$ cat config.mk
export PLATFORM = sky130hd
export DESIGN_NAME = mac_tx_pause_ctrl
export DESIGN_NICKNAME = d
export VERILOG_FILES = /design/src/rtl/mac_tx_pause_ctrl.sv
export SDC_FILE = /design/constraint.sdc
export NUM_CORES = 1
export LEC_CHECK = 0
export BUFFER_PORTS_ARGS = -buffer_cell sky130_fd_sc_hd__clkbuf_2
export CORE_MARGIN = 1
export CORE_UTILIZATION = 46
export CTS_CLUSTER_SIZE = 14
export DETAILED_ROUTE_END_ITERATION = 12
export PLACE_DENSITY = 0.79
export SLEW_MARGIN = 20
export SYNTH_ARGS = -nofsm -noshare
export SYNTH_HDL_FRONTEND = slang
export SYNTH_SLANG_ARGS = --single-unit
$ cat constraint.sdc
create_clock -name clk -period 2.3 [get_ports clk]
set_clock_uncertainty 0.05 [all_clocks]
set_input_delay 0.115 -clock clk [delete_from_list [all_inputs] [get_ports clk]]
set_output_delay 0.115 -clock clk [all_outputs]
set_load 0.05 [all_outputs]
$ cat src/rtl/mac_tx_pause_ctrl.sv
module mac_tx_pause_ctrl #(
  parameter int QW = 16
) (
  input  logic          clk,
  input  logic          rst_n,
  input  logic          full_duplex,
  input  logic          ctl_wr,
  input  logic [7:0]    ctl_wdata,
  output logic [7:0]    ctl_rdata,
  input  logic          ptime_wr,
  input  logic [QW-1:0] ptime_wdata,
  output logic [QW-1:0] ptime_rdata,
  output logic          ser_start,
  output logic          ser_is_pause,
  output logic [QW-1:0] ser_quanta,
  input  logic          ser_done,
  input  logic          rx_pause_valid,
  input  logic [QW-1:0] rx_pause_quanta,
  input  logic          slot_tick,
  output logic          pause_active
);
  localparam logic [1:0] CMD_IDLE  = 2'b00;
  localparam logic [1:0] CMD_START = 2'b01;
  localparam logic [1:0] CMD_PAUSE = 2'b10;

  logic [1:0]    cmd_q;
  logic          busy_q, gate_q;
  logic [QW-1:0] ptime_q, hold_cnt;
  logic          go_data, go_pause, drop_cmd;

  assign pause_active = |hold_cnt;
  assign go_data  = !busy_q && cmd_q == CMD_START && !pause_active;
  assign go_pause = !busy_q && cmd_q == CMD_PAUSE && full_duplex;
  assign drop_cmd = !busy_q && cmd_q != CMD_IDLE && cmd_q != CMD_START;

  assign ctl_rdata   = {busy_q, 2'b00, gate_q, 2'b00, cmd_q};
  assign ptime_rdata = ptime_q;
  assign ser_quanta  = ptime_q;

  always_ff @(posedge clk) begin
    if (!rst_n) begin
      cmd_q        <= CMD_IDLE;
      busy_q       <= 1'b0;
      gate_q       <= 1'b0;
      ptime_q      <= '0;
      ser_start    <= 1'b0;
      ser_is_pause <= 1'b0;
    end else begin
      ser_start <= go_data || go_pause;
      if (go_data || go_pause) begin
        busy_q       <= 1'b1;
        ser_is_pause <= go_pause;
        cmd_q        <= CMD_IDLE;
      end else if (drop_cmd) begin
        cmd_q <= CMD_IDLE;
      end else if (ctl_wr && !busy_q && cmd_q == CMD_IDLE) begin
        cmd_q <= ctl_wdata[1:0];
      end
      if (busy_q && ser_done) busy_q <= 1'b0;
      if (ctl_wr) gate_q <= ctl_wdata[4];
      if (ptime_wr && gate_q) ptime_q <= ptime_wdata;
    end
  end

  always_ff @(posedge clk) begin
    if (!rst_n)
      hold_cnt <= '0;
    else if (rx_pause_valid)
      hold_cnt <= rx_pause_quanta;
    else if (slot_tick && pause_active)
      hold_cnt <= hold_cnt - 1'b1;
  end
endmodule


---- Yosys cells after proc, flatten, opt, wreduce, memory -nomap -nowiden ----
Index checks and enable logic that the tools add are counted.
word-level totals
  bits in registers ....................... 38
  input port bits ......................... 48
  output and inout port bits .............. 43
  word-level logic and storage cells ...... 34
operators by class
  add/subtract/negate cells ............... 1
  equality and inequality tests ........... 3
  multiplexer cells ....................... 2
  bitwise operators ....................... 1
  reductions and logical operators ........ 20
operator list
  cell                     number
  $mux W16                 2
  $reduce_or A16 Y1        1
  $sub A16 B1 Y16 const B  1
  $logic_and A1 B1 Y1      11
  $reduce_bool A2 Y1       2
  $reduce_or A3 Y1         1
  $eq A2 B1 Y1 const B     1
  $eq A2 B2 Y1 const B     1
  $logic_not A1 Y1         2
  $logic_not A2 Y1         1
  $ne A2 B1 Y1 const B     1
  $reduce_or A2 Y1         1
  $logic_or A1 B1 Y1       1
  $not A1 Y1               1

---- Logic depth before layout (Yosys ltp) ----
  depth in word-level cells ............... 5
  depth in mapped cells ................... 8
  mapped depth without buffers ............ 7

---- Least setup slack after synthesis ----
Ideal clock, no wire load.
  path kind ............................... reg2reg
  from .................................... register hold_cnt[2]
  to ...................................... register cmd_q[0]
  setup time .............................. 0.132 ns
  data arrival time ....................... 1.671 ns
  data required time ...................... 2.118 ns
  slack ................................... 0.447 ns
  stages on the path, launching flop included .. 7
  path buffers ............................ 1
  period minus slack after synthesis ...... 1.853 ns
  cells stage by stage .................... dfxtp_1 or4_4 nand4b_4 buf_6 nor2b_1 o21ai_1 a21oi_1
between the ends
  cells in the longest elaborated chain, start to end .. 5
ends and longest elaborated chain
  item                               RTL line  source
  start, declared                    28        logic [QW-1:0] ptime_q, hold_cnt;
  start signal, assigned             69        hold_cnt <= rx_pause_quanta;
  start signal, assigned             71        hold_cnt <= hold_cnt - 1'b1;
  $reduce_or A16 Y1                  31        assign pause_active = |hold_cnt;
  named net pause_active             20        output logic pause_active
  $logic_not A1 Y1                   32        assign go_data = !busy_q && cmd_q == CMD_START && !pause_active;
  $logic_and A1 B1 Y1                32
  $logic_or A1 B1 Y1                 50        if (go_data || go_pause) begin
  $reduce_or A3 Y1 (no source line)  -
  end signal, assigned               57        cmd_q <= ctl_wdata[1:0];
  end, declared                      26        logic [1:0] cmd_q;
The timed path passes the listed nets, and every way through them passes these cells.
A chain may end at the register's enable or synchronous reset.

---- Worst setup path after layout ----
  from .................................... register hold_cnt[2]
  to ...................................... output port pause_active
between the ends
  cells in the longest elaborated chain, start to end .. 1
ends and longest elaborated chain
  item               RTL line
  $reduce_or A16 Y1  31
  end, declared      20
Every way passes these cells.

==> summary.txt <==
Outcome
  • Status: finished, final reports clean

Power
  • PD cells: between 600 and 700 nW/um^2
  • Maximum VDD drop: 0.3751 mV
  • Leak: 0.001060 uW

STA
  • Actual slew at the worst max-slew pin: 0.6008 ns
  • Slew margin rel.: 0.5990
  • RSZ-0062 raised after global routing: no
  • Final period util: 0.8968
  • Post-Route Setup TNS: 0 ns
  • Max-slew violations: 0
  • Final setup viols: 0
  • Final hold violations: 0
  • Final min period: about 2.1 ns
  • Final hold slack: 0.005532 ns
  • Fmax: about 480 MHz

Global route
  • Global-route wire length before repair: approximately 6500 microns
  • Total gr overflow: 0
  • Vias in the first global route: roughly 1600
  • Largest net degree at the start of global routing: 24
  • GR Util All Layers: 0.1952
  • Initial antenna violation count: 0

Route
  • Pre-Repair DR Iteration Count: 4
  • Post-Route WL: 4235 microns
  • Via count: 1856
  • # DRC: 0
  • Vias per std cell: 5.127
  • Initial drt markers: 85
  • Drt wl/cell: roughly 12 microns
  • Number of routed nets with antenna violations: 0

Logic synthesis
  • Synth top area share: 0.3956
  • Gate Count Post-Synth: approximately 240
  • Top cells by area, synth: dfxtp_1 (40%), buf_4 (8.6%), nand2_1 (7.8%)
  • Syn_area_per_cell: roughly 8 sq um
  • Yosys reg bits: 38
  • Synthesized area: around 1900 sq um
  • Yosys cell types: 42
  • Async set or reset register ratio after synthesis: 0
  • Sequential share of the synthesized area: 0.3956
  • Most used DFF post-synth: dfxtp_1
  • Post-synth EDFFs: 0
  • Leading area contributor after synthesis: dfxtp_1
  • Synth Warn #: 0

Die
  • Core Region: about 4000 sq um
  • Row count: 23
  • Starting Density: 0.4808
  • Die area: approximately 4400 sq um
  • Io pins: 91
  • Die extent in y: around 67 microns
  • Die width: about 67 microns

Place
  • Final Wtd Congestion: around 0.84
  • HPWL Detailed: 2885 microns
  • Port bufs: 81

Finish
  • FILL cells: approximately 350
  • Area Growth Syn to Fin: 27.78%
  • Layout net count: 360
  • Layout cells sized above 1: 0.3109
  • ANT cells: 0

CTS
  • CTS buffer count: 5
  • H-tree depth: 2
  • Reg clk slew, reported paths: 0.07 ns
  • Post-CTS setup buffers: 0
  • CTS tree: built
  • CTS Root Cell: clkbuf_8
  • CTS max path bufs: 2
  • # clock sinks: 38
  • Clock Latency Late Sink: between 0.2 and 0.3 ns

Setup path
  • Critical Path Sink Type: primary output
  • Crit path kind: reg -> out
  • CP arrival: around 1.9 ns
  • Critical Path Fanout Max: 14
  • Worst EP required: about 2.1 ns
  • Crit start category: flop

Hold path
  • HP Class: in -> reg

Run
  • Max Cap Viol: 0
## Yosys cell counts, types with 2 or more instances
master     n
nand2_1   40
dfxtp_1   38
a21oi_1   28
buf_4     22
o21ai_0   15
clkbuf_1  10
xor2_1     8
nor2_1     7
nor3_1     6
nand3_1    5
a31oi_1    4
nand4_1    4
nor3b_1    4
a211oi_1   3
inv_1      3
nor4_1     3
o22ai_1    3
and2_1     2
mux2i_1    2
nor2b_1    2
nor4b_1    2
o21ai_1    2
o31ai_1    2
or3_1      2
xnor2_1    2
## registers in the layout (all words and copies together), names as in the netlist
| signal | count |
|---|---|
| busy_q | 1 |
| cmd_q | 2 |
| gate_q | 1 |
| hold_cnt | 16 |
| ptime_rdata | 16 |
| ser_is_pause | 1 |
| ser_start | 1 |
## worst paths after layout
| path | startpoint | end | slack, ns | cells after the start |
|---|---|---|---|---|
| worst min-delay path | ptime_wdata[13] | ptime_rdata[13]$_SDFFE_PN0P_ | 0.006 | 3 |
| worst min register to register | ptime_rdata[4]$_SDFFE_PN0P_ | ptime_rdata[4]$_SDFFE_PN0P_ | 0.42 | 2 |
| worst max-delay path | hold_cnt[2]$_SDFFE_PN0P_ | pause_active | 0.24 | 3 |
| worst max register to register | hold_cnt[2]$_SDFFE_PN0P_ | hold_cnt[0]$_SDFFE_PN0P_ | 0.27 | 5 |
## cell type report
class	count	area [sq um]	share of cell area
flip-flops and latches	38	760.7	0.3096
multi-input cells	163	940.9	0.3829
clock inverters	2	12.51	0.005092
well taps	50	62.56	0.02546
inverters	4	15.01	0.006110
repair buffers	99	583.1	0.2373
clock buffers	6	82.58	0.03360
## power breakdown
group	total [uW]	internal, uW	switching (uW)	leakage, uW
logic	341	128	213	0.000701
registers	735	694	41.5	0.000312
clock network	471	241	230	0.0000472
## cells in the final DEF (no fill, tap or decap), types with 4 or more instances in the layout
cell / Yosys / layout
a21oi_1: 28 / 28
a31oi_1: 4 / 4
clkbuf_2: 0 / 81
clkbuf_8: 0 / 6
conb_1: 1 / 4
dfxtp_1: 38 / 38
dlygate4sd3_1: 0 / 17
nand2_1: 40 / 40
nand3_1: 5 / 5
nand4_1: 4 / 4
nor2_1: 7 / 7
nor3_1: 6 / 6
nor3b_1: 4 / 4
o21ai_0: 15 / 15
xor2_1: 8 / 8
## kinds of logic after synthesis
kind of cell,share of synthesized area
other cells,0.001950
mux,0.01041
simple gates,0.2401
xor+xnor,0.04555
fa+ha+maj,0.006505
compound gates,0.1789
flops,0.3956
buf+inv,0.1210
## layer usage
layer | wire [microns] | track usage | up-vias
met3 | 192 | 0.04281 | 5
li1 | - | - | 958
met5 | 0 | 0 | -
met2 | 2050 | 0.3396 | 55
met4 | 54 | 0.08245 | 0
met1 | 1937 | 0.2276 | 838
## worst max-delay path, cell delays in order (launching register included)
cell and delay (ns):
dfxtp_1 0.36, or4_4 0.60, nand4b_4 0.32, clkbuf_2 0.33
## timing repair
item	4_1_cts	5_1_grt
gates resized for setup	0	0
hold endpoints to repair	16	1
hold buffers	16	1
## stage by stage
stage / total power [uW] / cells / setup slack [ns] / cell area, sq um / utilization
final: 1547 / 362 / 0.2374 / 2457 / 0.6143
after global routing: 1632 / 362 / 0.1222 / 2457 / 0.6143
after global placement: 1062 / 337 / 0.3063 / 2192 / 0.5480
after detailed placement: 1067 / 337 / 0.2818 / 2192 / 0.5480
after floorplan: 999.6 / 239 / 0.4471 / 1934 / -
after CTS: 1563 / 361 / 0.2220 / 2447 / 0.6118
(Power assumes the default switching activity.)
